### config.mk
export PLATFORM = sky130hd
export DESIGN_NAME = desat_guard
export DESIGN_NICKNAME = d
export VERILOG_FILES = /design/src/rtl/desat_pkg.sv /design/src/rtl/desat_sync.sv /design/src/rtl/desat_edge.sv /design/src/rtl/desat_blank_timer.sv /design/src/rtl/desat_ctrl.sv /design/src/rtl/desat_guard.sv
export SDC_FILE = /design/constraint.sdc
export NUM_CORES = 1
export LEC_CHECK = 0
export BUFFER_PORTS_ARGS = -buffer_cell sky130_fd_sc_hd__buf_2
export CORE_UTILIZATION = 36
export CTS_CLUSTER_SIZE = 30
export DETAILED_ROUTE_END_ITERATION = 12
export GPL_ROUTABILITY_DRIVEN = 0
export PLACE_DENSITY_LB_ADDON = 0.08
export SYNTH_ARGS = -nofsm -noshare
export SYNTH_HDL_FRONTEND = slang
export SYNTH_SLANG_ARGS = --single-unit
export TNS_END_PERCENT = 50
### constraint.sdc
create_clock -name clk -period 3.2 [get_ports clk]
set_input_delay 0.32 -clock clk [delete_from_list [all_inputs] [get_ports clk]]
set_output_delay 0.32 -clock clk [all_outputs]
set_load 0.05 [all_outputs]
### src/rtl/desat_pkg.sv
package desat_pkg;

  // Phase of the sense path within one gate pulse
  typedef enum logic [1:0] {
    PH_IDLE  = 2'd0,  // gate off: node discharged, source off
    PH_BLANK = 2'd1,  // leading-edge window: node discharged, comparator ignored
    PH_SENSE = 2'd2,  // monitoring: source on, comparator armed
    PH_HALT  = 2'd3   // tripped: waiting for the command to fall
  } phase_t;

  function automatic int unsigned cnt_width(input int unsigned n);
    return (n > 1) ? $clog2(n) : 1;
  endfunction

endpackage

### src/rtl/desat_sync.sv
module desat_sync #(
  parameter int unsigned STAGES = 2
) (
  input  logic clk,
  input  logic rst_n,
  input  logic flag_i,
  output logic flag_o
);

  generate
    if (STAGES == 0) begin : g_bypass
      assign flag_o = flag_i;
    end else begin : g_chain
      logic [STAGES-1:0] pipe_q;
      always_ff @(posedge clk or negedge rst_n) begin
        if (!rst_n) pipe_q <= '0;
        else if (STAGES == 1) pipe_q <= flag_i;
        else pipe_q <= {pipe_q[STAGES-2:0], flag_i};
      end
      assign flag_o = pipe_q[STAGES-1];
    end
  endgenerate

endmodule

### src/rtl/desat_edge.sv
module desat_edge (
  input  logic clk,
  input  logic rst_n,
  input  logic level_i,
  output logic rise_o
);

  // Held high through reset so a command already on does not count as an edge
  logic prev_q;

  always_ff @(posedge clk or negedge rst_n) begin
    if (!rst_n) prev_q <= 1'b1;
    else        prev_q <= level_i;
  end

  assign rise_o = level_i & ~prev_q;

endmodule

### src/rtl/desat_blank_timer.sv
module desat_blank_timer #(
  parameter int unsigned BLANK_CYC = 50
) (
  input  logic clk,
  input  logic rst_n,
  input  logic restart_i,
  input  logic run_i,
  output logic expired_o
);

  localparam int unsigned CW   = desat_pkg::cnt_width(BLANK_CYC);
  localparam logic [CW-1:0] LAST = CW'(BLANK_CYC - 1);

  logic [CW-1:0] cnt_q;

  always_ff @(posedge clk or negedge rst_n) begin
    if (!rst_n)                         cnt_q <= '0;
    else if (restart_i)                 cnt_q <= '0;
    else if (run_i && (cnt_q != LAST))  cnt_q <= cnt_q + 1'b1;
  end

  assign expired_o = run_i && (cnt_q == LAST);

endmodule

### src/rtl/desat_ctrl.sv
module desat_ctrl
  import desat_pkg::*;
(
  input  logic clk,
  input  logic rst_n,
  input  logic gate_i,
  input  logic rise_i,
  input  logic expired_i,
  input  logic trip_i,
  output logic restart_o,
  output logic blanking_o,
  output logic clamp_o,
  output logic src_o,
  output logic fault_o
);

  phase_t phase_q, phase_d;
  logic   fault_q, fault_d;
  logic   start;

  assign start = (phase_q == PH_IDLE) && rise_i;

  always_comb begin
    phase_d = phase_q;
    unique case (phase_q)
      PH_IDLE:  if (start) phase_d = PH_BLANK;
      PH_BLANK: begin
        if (!gate_i)        phase_d = PH_IDLE;
        else if (expired_i) phase_d = PH_SENSE;
      end
      PH_SENSE: begin
        if (!gate_i)     phase_d = PH_IDLE;
        else if (trip_i) phase_d = PH_HALT;
      end
      PH_HALT:  if (!gate_i) phase_d = PH_IDLE;
      default:  phase_d = PH_IDLE;
    endcase
  end

  always_comb begin
    fault_d = fault_q;
    if (start)                                          fault_d = 1'b0;
    else if ((phase_q == PH_SENSE) && gate_i && trip_i) fault_d = 1'b1;
  end

  always_ff @(posedge clk or negedge rst_n) begin
    if (!rst_n) begin
      phase_q <= PH_IDLE;
      fault_q <= 1'b0;
    end else begin
      phase_q <= phase_d;
      fault_q <= fault_d;
    end
  end

  assign restart_o  = start;
  assign blanking_o = (phase_q == PH_BLANK);
  assign src_o      = (phase_q == PH_SENSE);
  assign clamp_o    = (phase_q != PH_SENSE);
  assign fault_o    = fault_q;

endmodule

### src/rtl/desat_guard.sv
module desat_guard #(
  parameter int unsigned BLANK_CYC   = 50,
  parameter int unsigned SYNC_STAGES = 2
) (
  input  logic clk,
  input  logic rst_n,
  input  logic gate_cmd,
  input  logic desat_hi,
  output logic sense_clamp,
  output logic src_en,
  output logic fault
);

  logic trip_s;
  logic gate_rise;
  logic restart;
  logic blanking;
  logic expired;

  desat_sync #(.STAGES(SYNC_STAGES)) u_sync (
    .clk    (clk),
    .rst_n  (rst_n),
    .flag_i (desat_hi),
    .flag_o (trip_s)
  );

  desat_edge u_edge (
    .clk     (clk),
    .rst_n   (rst_n),
    .level_i (gate_cmd),
    .rise_o  (gate_rise)
  );

  desat_blank_timer #(.BLANK_CYC(BLANK_CYC)) u_timer (
    .clk       (clk),
    .rst_n     (rst_n),
    .restart_i (restart),
    .run_i     (blanking),
    .expired_o (expired)
  );

  desat_ctrl u_ctrl (
    .clk        (clk),
    .rst_n      (rst_n),
    .gate_i     (gate_cmd),
    .rise_i     (gate_rise),
    .expired_i  (expired),
    .trip_i     (trip_s),
    .restart_o  (restart),
    .blanking_o (blanking),
    .clamp_o    (sense_clamp),
    .src_o      (src_en),
    .fault_o    (fault)
  );

endmodule

==> results by group <==
Timing
  – Max Slew Vio Count: 0
  – RSZ-0062 raised after global routing: false
  – Worst Tran Pin Value: slightly above 0.3 ns
  – Minimum clock period: about 1.6 ns
  – Final Hold Fails: 0
  – Slew Limit Headroom: 79.7%
  – Final-report setup violation count: 0
  – Period Utilization, post-route: between 40% and 50%
  – Final setup TNS: 0 ns
  – Final hold slack: between 0.15 and 0.2 ns
  – Fmax achieved: 641 MHz
  – Clock skew: approximately 0.0052 ns

Clocking
  – Worst-Skew Late Latency: 0.27 ns
  – Worst-case clock buffer depth: 2
  – CTS sink cnt: 12
  – # resized after CTS: 0
  – H-tree levels: 1
  – Clock-pin transition on the worst setup and hold timing paths: approximately 0.07 ns
  – Root Buffer: clkbuf_4
  – CTS tree: built
  – Total CTS buffers: 3

Global routing
  – Initial antenna violation count: 0
  – First-pass GRT wire length: 1770 um
  – Number of global-route vias before repair: ~390
  – Global Route Usage Sum: between 10 and 15%
  – Largest net degree at the start of global routing: 13
  – Grt total ovfl: 0

Final layout
  – Fill count: roughly 130
  – # nets final: 71
  – Synth-to-layout area growth: 15.2%
  – Util after Layout: between 40% and 50%
  – Most frequent cells in the layout: dfrtp_1, nand2_1, buf_2
  – Multi-input logic area: roughly 250 um^2
  – Layout cell share with drive strength beyond 1: between 15 and 20%
  – Diode count: 0
  – Flip-flop and latch area: just over 300 um^2
  – Commonest non-fill, non-tap cell in the layout: dfrtp_1

Route
  – Via total after detailed routing: 414
  – Routed len/inst: about 13 um
  – Vias per cell: about 5.2
  – DRT Wirelength: 989 um
  – Iteration-0 DRC Markers: 16
  – DRT antenna net count: 0
  – DRC Markers: 0
  – First drt pass iteration count: 4

Synth
  – FF+latch count, synth: 12
  – Warnings, synthesis: 0
  – Synth Instances: 53
  – Syn nets: a little under 60
  – Syn Area/Cell: 10.6 um^2
  – Mapped Area: around 560 um^2
  – Sequential-to-total area share from yosys stat: about 54%
  – Unique cell type count in the Yosys netlist: 22

Worst setup path
  – Critical Path RT: 2.88 ns
  – CP Launch Point: u_ctrl.phase_q[0]
  – Crit Path Class: register to primary output
  – Crit Path Max Fanout: 8
  – Startpoint Class: register
  – Reg2Reg Setup Slack: ~1.8 ns
  – Worst r2r path cells: 4
  – RR Startpoint: u_timer.cnt_q[0]
  – Reg2reg end: u_timer.cnt_q[0]
  – Crit end category: primary output
  – Critical Path Sink: sense_clamp
  – Crit path DAT: between 1 and 1.5 ns

Run status
  – Status: complete, no violations

Floorplanning
  – Chip width: about 41 um
  – Chip height: a little over 40 um
  – Core area: between 0.001 and 0.0015 mm^2
  – Initial Utilization: about two fifths
  – Io pins: 7
  – Full die area: around 0.0017 mm^2
  – Cell Rows: 13

Run
  – Total of max-cap violations: 0

Worst hold path
  – Hold WC Path Type: input port to register
  – Min-delay src: desat_hi

Place
  – Port bufs: 6
  – HPWL after DPL: around 700 um

Power and ir drop
  – Overall Power: 0.354 mW
  – Power Density: 550 mW/mm^2
  – Peak VDD IR: ~0.3 mV
  – Lkg Pwr: about 0.29 nW
-- how the worst min path moves through the flow --
| stage | end | slack [ns] | cells after the start |
|---|---|---|---|
| after floorplan | u_ctrl.fault_o | 0.02 | 0 |
| after global placement | u_ctrl.phase_q[0] | 0.21 | 1 |
| after detailed placement | u_ctrl.phase_q[1] | 0.22 | 1 |
| after CTS | u_sync.g_chain.pipe_q[0] | 0.14 | 1 |
| after global routing | u_sync.g_chain.pipe_q[0] | 0.14 | 1 |
| final | u_sync.g_chain.pipe_q[0] | 0.15 | 1 |
-- layout make-up --
| cell class | instances | area share, % |
|---|---|---|
| Clock buffer | 4 | 4.08 |
| Inverter | 3 | 1.75 |
| Multi-Input combinational cell | 38 | 38.3 |
| Sequential cell | 12 | 46.8 |
| Tap cell | 15 | 2.91 |
| Timing Repair Buffer | 7 | 6.21 |
-- Yosys cell counts, drive strengths merged --
cell type | number | area, um^2
and4bb | 1 | 12.5
inv | 3 | 11.3
nand2 | 8 | 30.0
dfrtp | 11 | 275
o21ai | 3 | 15.0
nor2 | 2 | 7.51
o221a | 1 | 11.3
and2b | 1 | 7.51
nand3b | 1 | 7.51
nor2b | 1 | 6.26
a31oi | 2 | 12.5
nand3 | 1 | 5.00
a211o | 1 | 8.76
or3 | 2 | 12.5
or4b | 1 | 10.0
ha | 2 | 25.0
a21oi | 5 | 25.0
dfstp | 1 | 26.3
or3b | 1 | 8.76
mux2i | 3 | 30.0
nand2b | 1 | 6.26
nor3 | 1 | 5.00
-- report_power, final --
part	internal, mW	switching, mW	total [mW]	leakage (nW)
sequential	0.175	0.0262	0.201	0.154
clock	0.0483	0.0506	0.0989	0.0150
combinational	0.0272	0.0274	0.0546	0.119
-- kinds of logic (layout without fill, tap and decap cells) --
| family | count (synthesis) | count (layout) | synth area share [%] |
|---|---|---|---|
| compound gates | 12 | 12 | 13.0 |
| fa+ha+maj | 2 | 2 | 4.47 |
| simple gates | 21 | 21 | 21.3 |
| mux | 3 | 3 | 5.37 |
| buf+inv | 3 | 14 | 2.01 |
| flops | 12 | 12 | 53.9 |
-- per-layer routing --
metal | track usage, % | wire, um | up-vias
li1 | - | - | 212
met1 | 17.7 | 524 | 195
met4 | 11.6 | 8 | 0
met5 | 0 | 0 | -
met2 | 20.0 | 431 | 5
met3 | 2.61 | 24 | 2
-- sequential cells by signal (all words and copies together), names as in the netlist --
signal / flops
u_ctrl.fault_o: 1
u_timer.cnt_q: 6
u_sync.g_chain.pipe_q: 2
u_ctrl.phase_q: 2
u_edge.prev_q: 1
-- through the flow --
| step | std cells | setup slack (ns) | cell area, um^2 |
|---|---|---|---|
| 2_1_floorplan | 53 | 1.62 | 559 |
| 3_3_place_gp | 74 | 1.82 | 608 |
| 3_5_place_dp | 74 | 1.75 | 608 |
| 4_1_cts | 79 | 1.63 | 644 |
| 5_1_grt | 79 | 1.55 | 644 |
| 6_report | 79 | 1.64 | 644 |
-- repair_timing --
action,in CTS,in global routing
endpoints found under the setup margin,0,0
hold endpoints to repair,11,0
hold buffers,1,0
buffers inserted,0,0
-- critical path: stages, from the launching register on --
cell and delay (ns):
dfrtp_1 0.47, and2b_1 0.22, inv_1 0.04, buf_2 0.24
No activity file was read; power rests on OpenSTA's default activity.
